$ cat config.mk
export PLATFORM = sky130hd
export DESIGN_NAME = smi_ctl
export DESIGN_NICKNAME = d
export VERILOG_FILES = /design/src/rtl/smi_pkg.sv /design/src/rtl/smi_en_regs.sv /design/src/rtl/smi_io_decode.sv /design/src/rtl/smi_combine.sv /design/src/rtl/smi_ctl.sv
export SDC_FILE = /design/constraint.sdc
export NUM_CORES = 1
export LEC_CHECK = 0
export BUFFER_PORTS_ARGS = -buffer_cell sky130_fd_sc_hd__buf_2
export CAP_MARGIN = 20
export CORE_ASPECT_RATIO = 1.75
export CORE_UTILIZATION = 34
export CTS_BUF_LIST = sky130_fd_sc_hd__clkbuf_4 sky130_fd_sc_hd__clkbuf_8
export CTS_CLUSTER_SIZE = 10
export DETAILED_ROUTE_END_ITERATION = 12
export PLACE_DENSITY = 0.78
export SYNTH_ARGS = -nofsm -noshare
export SYNTH_HDL_FRONTEND = slang
export SYNTH_SLANG_ARGS = --single-unit
$ cat constraint.sdc
create_clock -name clk_i -period 2.3 [get_ports clk_i]
set_clock_uncertainty 0.15 [all_clocks]
set_input_delay 0.46 -clock clk_i [delete_from_list [all_inputs] [get_ports clk_i]]
set_output_delay 0.46 -clock clk_i [all_outputs]
set_load 0.005 [all_outputs]
$ cat src/rtl/smi_pkg.sv
package smi_pkg;
  localparam int unsigned REG_W = 32;

  localparam int unsigned BIT_GPIO_UNL = 27;
  localparam int unsigned BIT_USB_VND  = 18;
  localparam int unsigned BIT_USB_LEG  = 17;
  localparam int unsigned BIT_PERIODIC = 14;
  localparam int unsigned BIT_TCO      = 13;
  localparam int unsigned BIT_TRAP     = 11;
  localparam int unsigned BIT_RELEASE  = 7;
  localparam int unsigned BIT_SPARE    = 1;

  localparam logic [REG_W-1:0] IMPL_MASK = 32'h0806_6802;
  localparam logic [REG_W-1:0] RST_VAL   = 32'h0000_0002;

  // source order inside the gating vectors
  localparam int unsigned SRC_GPIO = 0;
  localparam int unsigned SRC_UVND = 1;
  localparam int unsigned SRC_ULEG = 2;
  localparam int unsigned SRC_PER  = 3;
  localparam int unsigned SRC_TCO  = 4;
  localparam int unsigned SRC_TRAP = 5;
  localparam int unsigned NUM_SRC  = 6;

  typedef struct packed {
    logic trap;
    logic tco;
    logic periodic;
    logic usb_leg;
    logic usb_vnd;
    logic gpio_unl;
  } smi_en_t;
endpackage

$ cat src/rtl/smi_en_regs.sv
module smi_en_regs
  import smi_pkg::*;
(
  input  logic             clk_i,
  input  logic             rst_ni,
  input  logic             plat_rst_ni,
  input  logic             wr_i,
  input  logic [REG_W-1:0] wdata_i,
  input  logic             tco_lock_i,
  output smi_en_t          en_o,
  output logic             spare_o,
  output logic             rel_pulse_o
);
  localparam int unsigned NUM_RW = 4;
  localparam int unsigned RW_POS [NUM_RW] = '{BIT_USB_VND, BIT_USB_LEG, BIT_PERIODIC, BIT_TRAP};

  logic              once_q;
  logic [NUM_RW-1:0] rw_q;
  logic              tco_q;
  logic              spare_q;
  logic              rel_q;

  // write-once: platform reset domain only
  always_ff @(posedge clk_i or negedge plat_rst_ni) begin
    if (!plat_rst_ni)                       once_q <= 1'b0;
    else if (wr_i && wdata_i[BIT_GPIO_UNL]) once_q <= 1'b1;
  end

  always_ff @(posedge clk_i or negedge rst_ni) begin
    if (!rst_ni) begin
      rw_q    <= '0;
      tco_q   <= 1'b0;
      spare_q <= RST_VAL[BIT_SPARE];
      rel_q   <= 1'b0;
    end else begin
      if (wr_i) begin
        for (int i = 0; i < NUM_RW; i++) rw_q[i] <= wdata_i[RW_POS[i]];
        spare_q <= wdata_i[BIT_SPARE];
        if (!tco_lock_i) tco_q <= wdata_i[BIT_TCO];
      end
      rel_q <= wr_i && wdata_i[BIT_RELEASE];
    end
  end

  assign en_o.gpio_unl = once_q;
  assign en_o.usb_vnd  = rw_q[0];
  assign en_o.usb_leg  = rw_q[1];
  assign en_o.periodic = rw_q[2];
  assign en_o.trap     = rw_q[3];
  assign en_o.tco      = tco_q;
  assign spare_o       = spare_q;
  assign rel_pulse_o   = rel_q;


  once_sticky_chk: assert property (@(posedge clk_i) disable iff (!plat_rst_ni)
    $past(once_q) |-> once_q);


  tco_frozen_chk: assert property (@(posedge clk_i) disable iff (!rst_ni)
    $past(rst_ni) && $past(tco_lock_i) |-> $stable(tco_q));


  rel_src_chk: assert property (@(posedge clk_i) disable iff (!rst_ni)
    rel_pulse_o |-> $past(wr_i && wdata_i[BIT_RELEASE]));
endmodule

$ cat src/rtl/smi_io_decode.sv
module smi_io_decode #(
  parameter int unsigned              ADDR_W     = 16,
  parameter int unsigned              REG_OFS    = 'h30,
  parameter int unsigned              NUM_TRAP   = 2,
  parameter logic [NUM_TRAP*ADDR_W-1:0] TRAP_PORTS = {16'h0066, 16'h0062}
) (
  input  logic              clk_i,
  input  logic              rst_ni,
  input  logic [ADDR_W-1:0] base_i,
  input  logic [ADDR_W-1:0] addr_i,
  input  logic              rd_i,
  input  logic              wr_i,
  input  logic              trap_en_i,
  output logic              reg_rd_o,
  output logic              reg_wr_o,
  output logic              claim_o,
  output logic              trap_o
);
  logic [ADDR_W-1:0]   reg_addr;
  logic                reg_hit;
  logic [NUM_TRAP-1:0] port_hit;
  logic                trap_q;

  assign reg_addr = base_i + ADDR_W'(REG_OFS);
  assign reg_hit  = (addr_i == reg_addr);
  assign reg_rd_o = rd_i && reg_hit;
  assign reg_wr_o = wr_i && reg_hit;

  for (genvar g = 0; g < NUM_TRAP; g++) begin : g_port
    assign port_hit[g] = (addr_i == TRAP_PORTS[g*ADDR_W +: ADDR_W]);
  end

  assign claim_o = trap_en_i && (rd_i || wr_i) && (|port_hit);

  always_ff @(posedge clk_i or negedge rst_ni) begin
    if (!rst_ni) trap_q <= 1'b0;
    else         trap_q <= claim_o;
  end
  assign trap_o = trap_q;


  trap_src_chk: assert property (@(posedge clk_i) disable iff (!rst_ni)
    trap_o |-> $past(trap_en_i && (rd_i || wr_i)));
endmodule

$ cat src/rtl/smi_combine.sv
module smi_combine #(
  parameter int unsigned NUM_SRC = 6
) (
  input  logic               clk_i,
  input  logic               rst_ni,
  input  logic [NUM_SRC-1:0] en_i,
  input  logic [NUM_SRC-1:0] sts_i,
  input  logic               nmi_route_i,
  input  logic               nmi_i,
  output logic               smi_no
);
  logic [NUM_SRC-1:0] term;
  logic               any_req;
  logic               smi_q;

  for (genvar g = 0; g < NUM_SRC; g++) begin : g_src
    assign term[g] = en_i[g] & sts_i[g];
  end

  // rerouted NMI bypasses the TCO enable
  assign any_req = (|term) | (nmi_route_i & nmi_i);

  always_ff @(posedge clk_i or negedge rst_ni) begin
    if (!rst_ni) smi_q <= 1'b1;
    else         smi_q <= ~any_req;
  end
  assign smi_no = smi_q;


  src_req_chk: assert property (@(posedge clk_i) disable iff (!rst_ni)
    $past(rst_ni) && $past(|(en_i & sts_i)) |-> !smi_no);


  nmi_bypass_chk: assert property (@(posedge clk_i) disable iff (!rst_ni)
    $past(rst_ni) && $past(nmi_route_i && nmi_i) |-> !smi_no);


  idle_chk: assert property (@(posedge clk_i) disable iff (!rst_ni)
    $past(rst_ni) && !$past(|(en_i & sts_i)) && !$past(nmi_route_i && nmi_i) |-> smi_no);
endmodule

$ cat src/rtl/smi_ctl.sv
module smi_ctl
  import smi_pkg::*;
#(
  parameter int unsigned ADDR_W  = 16,
  parameter int unsigned REG_OFS = 'h30
) (
  input  logic              clk_i,
  input  logic              rst_ni,
  input  logic              plat_rst_ni,
  input  logic [ADDR_W-1:0] pm_base_i,
  input  logic [ADDR_W-1:0] io_addr_i,
  input  logic              io_rd_i,
  input  logic              io_wr_i,
  input  logic [REG_W-1:0]  io_wdata_i,
  output logic [REG_W-1:0]  io_rdata_o,
  output logic              trap_claim_o,
  output logic              trap_o,
  input  logic              tco_lock_i,
  input  logic              nmi_reroute_i,
  input  logic              nmi_i,
  input  logic              sts_gpio_unl_i,
  input  logic              sts_usb_vnd_i,
  input  logic              sts_usb_leg_i,
  input  logic              sts_periodic_i,
  input  logic              sts_tco_i,
  output logic              smi_no,
  output logic              gbl_set_o
);
  logic               reg_rd, reg_wr;
  smi_en_t            en;
  logic               spare;
  logic [REG_W-1:0]   rd_val;
  logic [NUM_SRC-1:0] en_vec, sts_vec;
  logic               unused_wdata;

  assign unused_wdata = ^(io_wdata_i & ~IMPL_MASK & ~(REG_W'(1) << BIT_RELEASE));

  smi_io_decode #(
    .ADDR_W  (ADDR_W),
    .REG_OFS (REG_OFS)
  ) u_dec (
    .clk_i     (clk_i),
    .rst_ni    (rst_ni),
    .base_i    (pm_base_i),
    .addr_i    (io_addr_i),
    .rd_i      (io_rd_i),
    .wr_i      (io_wr_i),
    .trap_en_i (en.trap),
    .reg_rd_o  (reg_rd),
    .reg_wr_o  (reg_wr),
    .claim_o   (trap_claim_o),
    .trap_o    (trap_o)
  );

  smi_en_regs u_regs (
    .clk_i       (clk_i),
    .rst_ni      (rst_ni),
    .plat_rst_ni (plat_rst_ni),
    .wr_i        (reg_wr),
    .wdata_i     (io_wdata_i),
    .tco_lock_i  (tco_lock_i),
    .en_o        (en),
    .spare_o     (spare),
    .rel_pulse_o (gbl_set_o)
  );

  always_comb begin
    rd_val               = '0;
    rd_val[BIT_GPIO_UNL] = en.gpio_unl;
    rd_val[BIT_USB_VND]  = en.usb_vnd;
    rd_val[BIT_USB_LEG]  = en.usb_leg;
    rd_val[BIT_PERIODIC] = en.periodic;
    rd_val[BIT_TCO]      = en.tco;
    rd_val[BIT_TRAP]     = en.trap;
    rd_val[BIT_SPARE]    = spare;
  end
  assign io_rdata_o = reg_rd ? rd_val : '0;

  always_comb begin
    en_vec            = '0;
    sts_vec           = '0;
    en_vec[SRC_GPIO]  = en.gpio_unl;  sts_vec[SRC_GPIO] = sts_gpio_unl_i;
    en_vec[SRC_UVND]  = en.usb_vnd;   sts_vec[SRC_UVND] = sts_usb_vnd_i;
    en_vec[SRC_ULEG]  = en.usb_leg;   sts_vec[SRC_ULEG] = sts_usb_leg_i;
    en_vec[SRC_PER]   = en.periodic;  sts_vec[SRC_PER]  = sts_periodic_i;
    en_vec[SRC_TCO]   = en.tco;       sts_vec[SRC_TCO]  = sts_tco_i;
    en_vec[SRC_TRAP]  = en.trap;      sts_vec[SRC_TRAP] = trap_o;
  end

  smi_combine #(.NUM_SRC(NUM_SRC)) u_comb (
    .clk_i       (clk_i),
    .rst_ni      (rst_ni),
    .en_i        (en_vec),
    .sts_i       (sts_vec),
    .nmi_route_i (nmi_reroute_i),
    .nmi_i       (nmi_i),
    .smi_no      (smi_no)
  );


  rsv_zero_chk: assert property (@(posedge clk_i) disable iff (!rst_ni)
    (io_rdata_o & ~IMPL_MASK) == '0);


  rd_idle_chk: assert property (@(posedge clk_i) disable iff (!rst_ni)
    !io_rd_i |-> io_rdata_o == '0);
endmodule

Word-level counts from Yosys, hierarchy flattened
Index checks and enable logic that the tools add are counted.

operators by class
  bitwise gates (word level) = 10
  add/subtract/negate cells = 1
  muxes and demuxes = 1
  equal/unequal tests = 3
  reduce and logical (&&, ||, !) cells = 10

operators by type and width
  kind                   number
  $eq 16x7->1 const B    2
  $mux 28                1
  $add 16x6->16 const B  1
  $eq 16x16->1           1
  $and 1x1->1            7
  $logic_and 1x1->1      6
  $reduce_or 6->1        1
  $not 1->1              2
  $reduce_and 2->1       1
  $reduce_or 2->1        1
  $logic_or 1x1->1       1
  $or 1x1->1             1

word-level totals
  output and inout port bits = 36
  flip-flop bits (word level) = 10
  input port bits = 77

Longest topological paths before layout
  depth in word-level cells = 4
  depth in mapped cells = 9
  gate-level depth less buffers = 8

Hierarchy
Synthesis repeated with hierarchy kept, for this count alone.

unflattened totals
  cell total of the unflattened synthesis = 131
  area, all modules = 1,179.9 um^2

modules (own cells, without submodules)
  module         cells an instance  area an instance (um^2)  instances  sequential area each (um^2)
  smi_io_decode  73                 558.0                    1          25.0
  smi_en_regs    20                 329.1                    1          201.4
  smi_ctl        33                 235.2                    1          0.0
  smi_combine    5                  57.6                     1          26.3

Worst setup path before layout
Ideal clock, no wire load.

  path type = input-to-output
  start point = in pm_base_i[4]
  end point = out io_rdata_o[11]
  path buffers = 1
  arrival = 1.879 ns
  required time = 1.690 ns
  stages on the path = 8
  setup slack = -0.189 ns
  cells stage by stage = inv_1 > ha_1 > nor2b_1 > o21ai_0 > mux2_2 > nor4_4 > buf_6 > and3_2

between the ends
  cells in the longest elaborated chain, start to end = 4

RTL lines
  element            line                 text
  from (decl)        smi_ctl.sv:10        input logic [ADDR_W-1:0] pm_base_i,
  $add 16x6->16      smi_io_decode.sv:24  assign reg_addr = base_i + ADDR_W'(REG_OFS);
  $eq 16x16->1       smi_io_decode.sv:25  assign reg_hit = (addr_i == reg_addr);
  $logic_and 1x1->1  smi_io_decode.sv:26  assign reg_rd_o = rd_i && reg_hit;
  $mux 28            smi_ctl.sv:77        assign io_rdata_o = reg_rd ? rd_val : '0;
  to (decl)          smi_ctl.sv:15        output logic [REG_W-1:0] io_rdata_o,

No other way between the ends.

Worst setup path in the final report
  start point = in pm_base_i[4]
  end point = out io_rdata_o[17]

The elaborated chain is that of the path after synthesis.

==> reports/metrics.cfg <==
[status]
status = complete, but fails checks
violations = negative setup slack

[synth]
synth_top_flop_cell = dfrtp_1
synth_cell_types = 43
synth_area_leaders = dfrtp_1, buf_4, xnor2_1
ys_async_sr_fraction = 1.00
synth_cells = 123
ys_ff_latch = 10
ys_warn_count = 0
netlist.area_leader.share = 0.167
syn_avg_cell_area_um2 = 9.75
ys_seq_area_frac = 0.211
synth_area_mm2 = 0.00120
synth_edf_count = 0
synth_area_leader_cell = dfrtp_1

[clocking]
cts_root_buf = clkbuf_8
cts_tree = done
cts.sinks = 10
htree_levels = 1
cts.clk_slew.worst_paths_ps = 50
cts_buffer_depth = 2
cts_buffers = 3
clk_latency_ps = 230

[worst_setup_path]
worstPathCellList = buf_6 > buf_6 > o21ai_4 > xor2_2 > mux2_4 > nor4_4 > buf_4 > and3_4 > buf_6
crit_arrival_ps = 1970
critical_path_required_ps = 1690
cp_top_family = buffers and inverters
worstReg2RegStart = u_regs.once_q$_DFFE_PN0P_
r2r_slack_ps = 1200
worst-path-max-fanout = 8
cp-end-kind = primary output
crit_type = in -> out
cp_common_cell = buf_6
cp_slowest_cell = mux2_4
slowest_delay_ps = 330
start_kind = input pin
r2r_cells = 2
path_buf_inv = 4
rr_endpoint = u_comb.smi_no$_DFF_PN1_

[route]
firstDrtPassIters = 4
wl_per_cell_um = 12.6
viasPerCell = 4.74
drc_errors = 0
drt_wl_total_mm = 3.24
vias = 1224
drt_iter0_markers = 9
ant_nets = 0

[min_path]
hold_path.startpoint = io_wdata_i[14]
hold_end = u_regs.rw_q[2]$_DFFE_PN0P_
holdCritPathClass = in -> reg
holdPathStages = 2

[timing]
whs_ps = 303
finalCriticalPeriod_ps = 2580
hold_viol = 0
setup_viol = 11
worstMarginPinSlew_ps = 562
fin_ws_ps = -275
max_slew_margin = 0.624
rsz0062_at_grt = true
finalCritPeriodShare = 1.12
max_freq_mhz = 388
slew_violations = 0

[layout]
final_core_util = 0.561
layout-drive-gt1-share = 0.582
fillerInstances = 313
fin_nets = 292
area.growth.synth_to_final_pct = 57.4
n_antenna_cell = 0

[global_route]
grt_pass1_wl_mm = 5.02
grt_pass1_vias = 1216
grt_usage = 0.183
grt_max_degree = 10
grt-ovfl-total = 0
antenna_found_initial = 0

[pwr]
p_leak_nw = 0.941
clock_power_share = 0.351
p_sw_frac = 0.290
p_int_mw = 0.447
switchingPower_mw = 0.183
irDropWorstVdd_v = 0.000300
power-per-cell-area_mw_per_mm2 = 334
comb_power_share = 0.366
pwr-share-seq = 0.283

[floorplanning]
coreArea_mm2 = 0.00336
die_area_mm2 = 0.00378
fp.dieH_um = 80.5
start_util = 0.356
io_pins = 113
rows = 28
die_w_um = 46.9

[placed_design]
place_congestion = 0.768
portBuffers = 63
hpwl_mm = 2.59

[run]
max-cap-violations = 0

==> sequential cells by signal (all words and copies together), names as in the netlist <==
register,count
u_regs.spare_o,1
u_regs.rw_q,4
u_comb.smi_no,1
u_regs.tco_q,1
u_dec.trap_o,1
u_regs.rel_pulse_o,1
u_regs.once_q,1
==> power groups by stage <==
| stage | logic (mW) | registers, mW | clock network [mW] |
|---|---|---|---|
| finish | 0.231 | 0.178 | 0.221 |
| CTS | 0.226 | 0.178 | 0.225 |
| detailed placement | 0.213 | 0.181 | 0 |
| floorplan | 0.131 | 0.181 | 0 |
| global route | 0.253 | 0.178 | 0.240 |
| global placement | 0.209 | 0.181 | 0 |
==> final cells by class <==
| class | instances | area [um^2] | share of cell area |
|---|---|---|---|
| multi-input cells | 109 | 941 | 0.499 |
| inverters | 2 | 10.0 | 0.00531 |
| well taps | 45 | 56.3 | 0.0298 |
| flip-flops and latches | 10 | 253 | 0.134 |
| repair buffers | 88 | 572 | 0.303 |
| clock buffers | 4 | 55.1 | 0.0292 |
==> worst register-to-register path, stage by stage (launching register included) <==
cell and delay, ps:
dfrtp_1 400, a222oi_1 310, and3_1 190
==> cells in the final DEF (no fill, tap or decap), drive strengths merged <==
master / synthesis / routed
a31o: 1 / 1
buf: 26 / 86
nand4bb: 1 / 1
o211ai: 1 / 1
a22oi: 2 / 2
nor4: 3 / 3
o2111ai: 2 / 2
nor2b: 1 / 1
and4b: 1 / 1
dlygate4sd3: 0 / 2
nand3: 4 / 4
nand4: 3 / 3
clkbuf: 0 / 4
o41ai: 1 / 1
xor2: 6 / 6
o221a: 1 / 1
inv: 2 / 2
ha: 1 / 1
nor2: 1 / 1
conb: 1 / 25
dfstp: 2 / 2
nand2: 3 / 3
mux2: 7 / 7
a311o: 1 / 1
and4: 8 / 8
o31a: 1 / 1
a222oi: 1 / 1
nand3b: 1 / 1
dfrtp: 8 / 8
a31oi: 1 / 1
xnor2: 14 / 14
nor3: 3 / 3
nand2b: 3 / 3
o21ai: 2 / 2
and3: 10 / 10
==> what timing repair did <==
| action | in CTS | in global routing |
|---|---|---|
| setup endpoints to repair | 13 | 13 |
| pin swaps | 16 | 7 |
| setup buffers | 3 | 1 |
| endpoints found under the hold margin | 8 | 0 |
| hold buffers | 2 | 0 |
| resized for setup | 17 | 1 |
==> cell usage after synthesis (3+ instances only) <==
| master | n |
|---|---|
| and3_1 | 3 |
| and3_2 | 7 |
| and4_1 | 7 |
| buf_4 | 25 |
| dfrtp_1 | 8 |
| mux2_4 | 5 |
| nand2_1 | 3 |
| nand2b_1 | 3 |
| nand3_1 | 3 |
| xnor2_1 | 14 |
| xor2_1 | 6 |
==> how the worst max path moves through the flow <==
stage / startpoint / end / slack, ps / cells past startpoint
after floorplan: pm_base_i[5] / io_rdata_o[11] / -40 / 6
after global placement: pm_base_i[5] / io_rdata_o[1] / -370 / 9
after detailed placement: pm_base_i[4] / io_rdata_o[14] / -390 / 9
after CTS: pm_base_i[5] / io_rdata_o[18] / -280 / 9
after global routing: pm_base_i[4] / io_rdata_o[17] / -330 / 9
final: pm_base_i[4] / io_rdata_o[17] / -280 / 9
==> per-stage QoR <==
step / total power [mW] / worst slack (ps) / setup TNS, ps / cell area (um^2) / std cells
after global routing: 0.671 / -327 / -2900 / 1890 / 258
after global placement: 0.390 / -372 / -4550 / 1700 / 251
final: 0.630 / -275 / -2050 / 1890 / 258
after detailed placement: 0.394 / -390 / -5040 / 1700 / 251
after floorplan: 0.312 / -39.0 / -273 / 1360 / 147
after CTS: 0.630 / -278 / -2330 / 1880 / 258
==> per-layer routing <==
layer	GRT usage	part of all wire	vias up
li1	-	-	590
met1	0.181	0.33	561
met2	0.344	0.59	65
met3	0.0202	0.052	8
met4	0.0886	0.026	0
met5	0	0	-
==> logic make-up after synthesis <==
family / Yosys count / share of synthesized area
other: 1 / 0.00313
AOI/OAI and AO/OA: 14 / 0.101
xor gates and xnor gates: 20 / 0.146
adders and majority gates: 1 / 0.0104
buffers and inverters: 28 / 0.172
and+or+nand+nor: 42 / 0.275
DFF: 10 / 0.211
muxes: 7 / 0.0814
No activity file was read; power rests on OpenSTA's default activity.
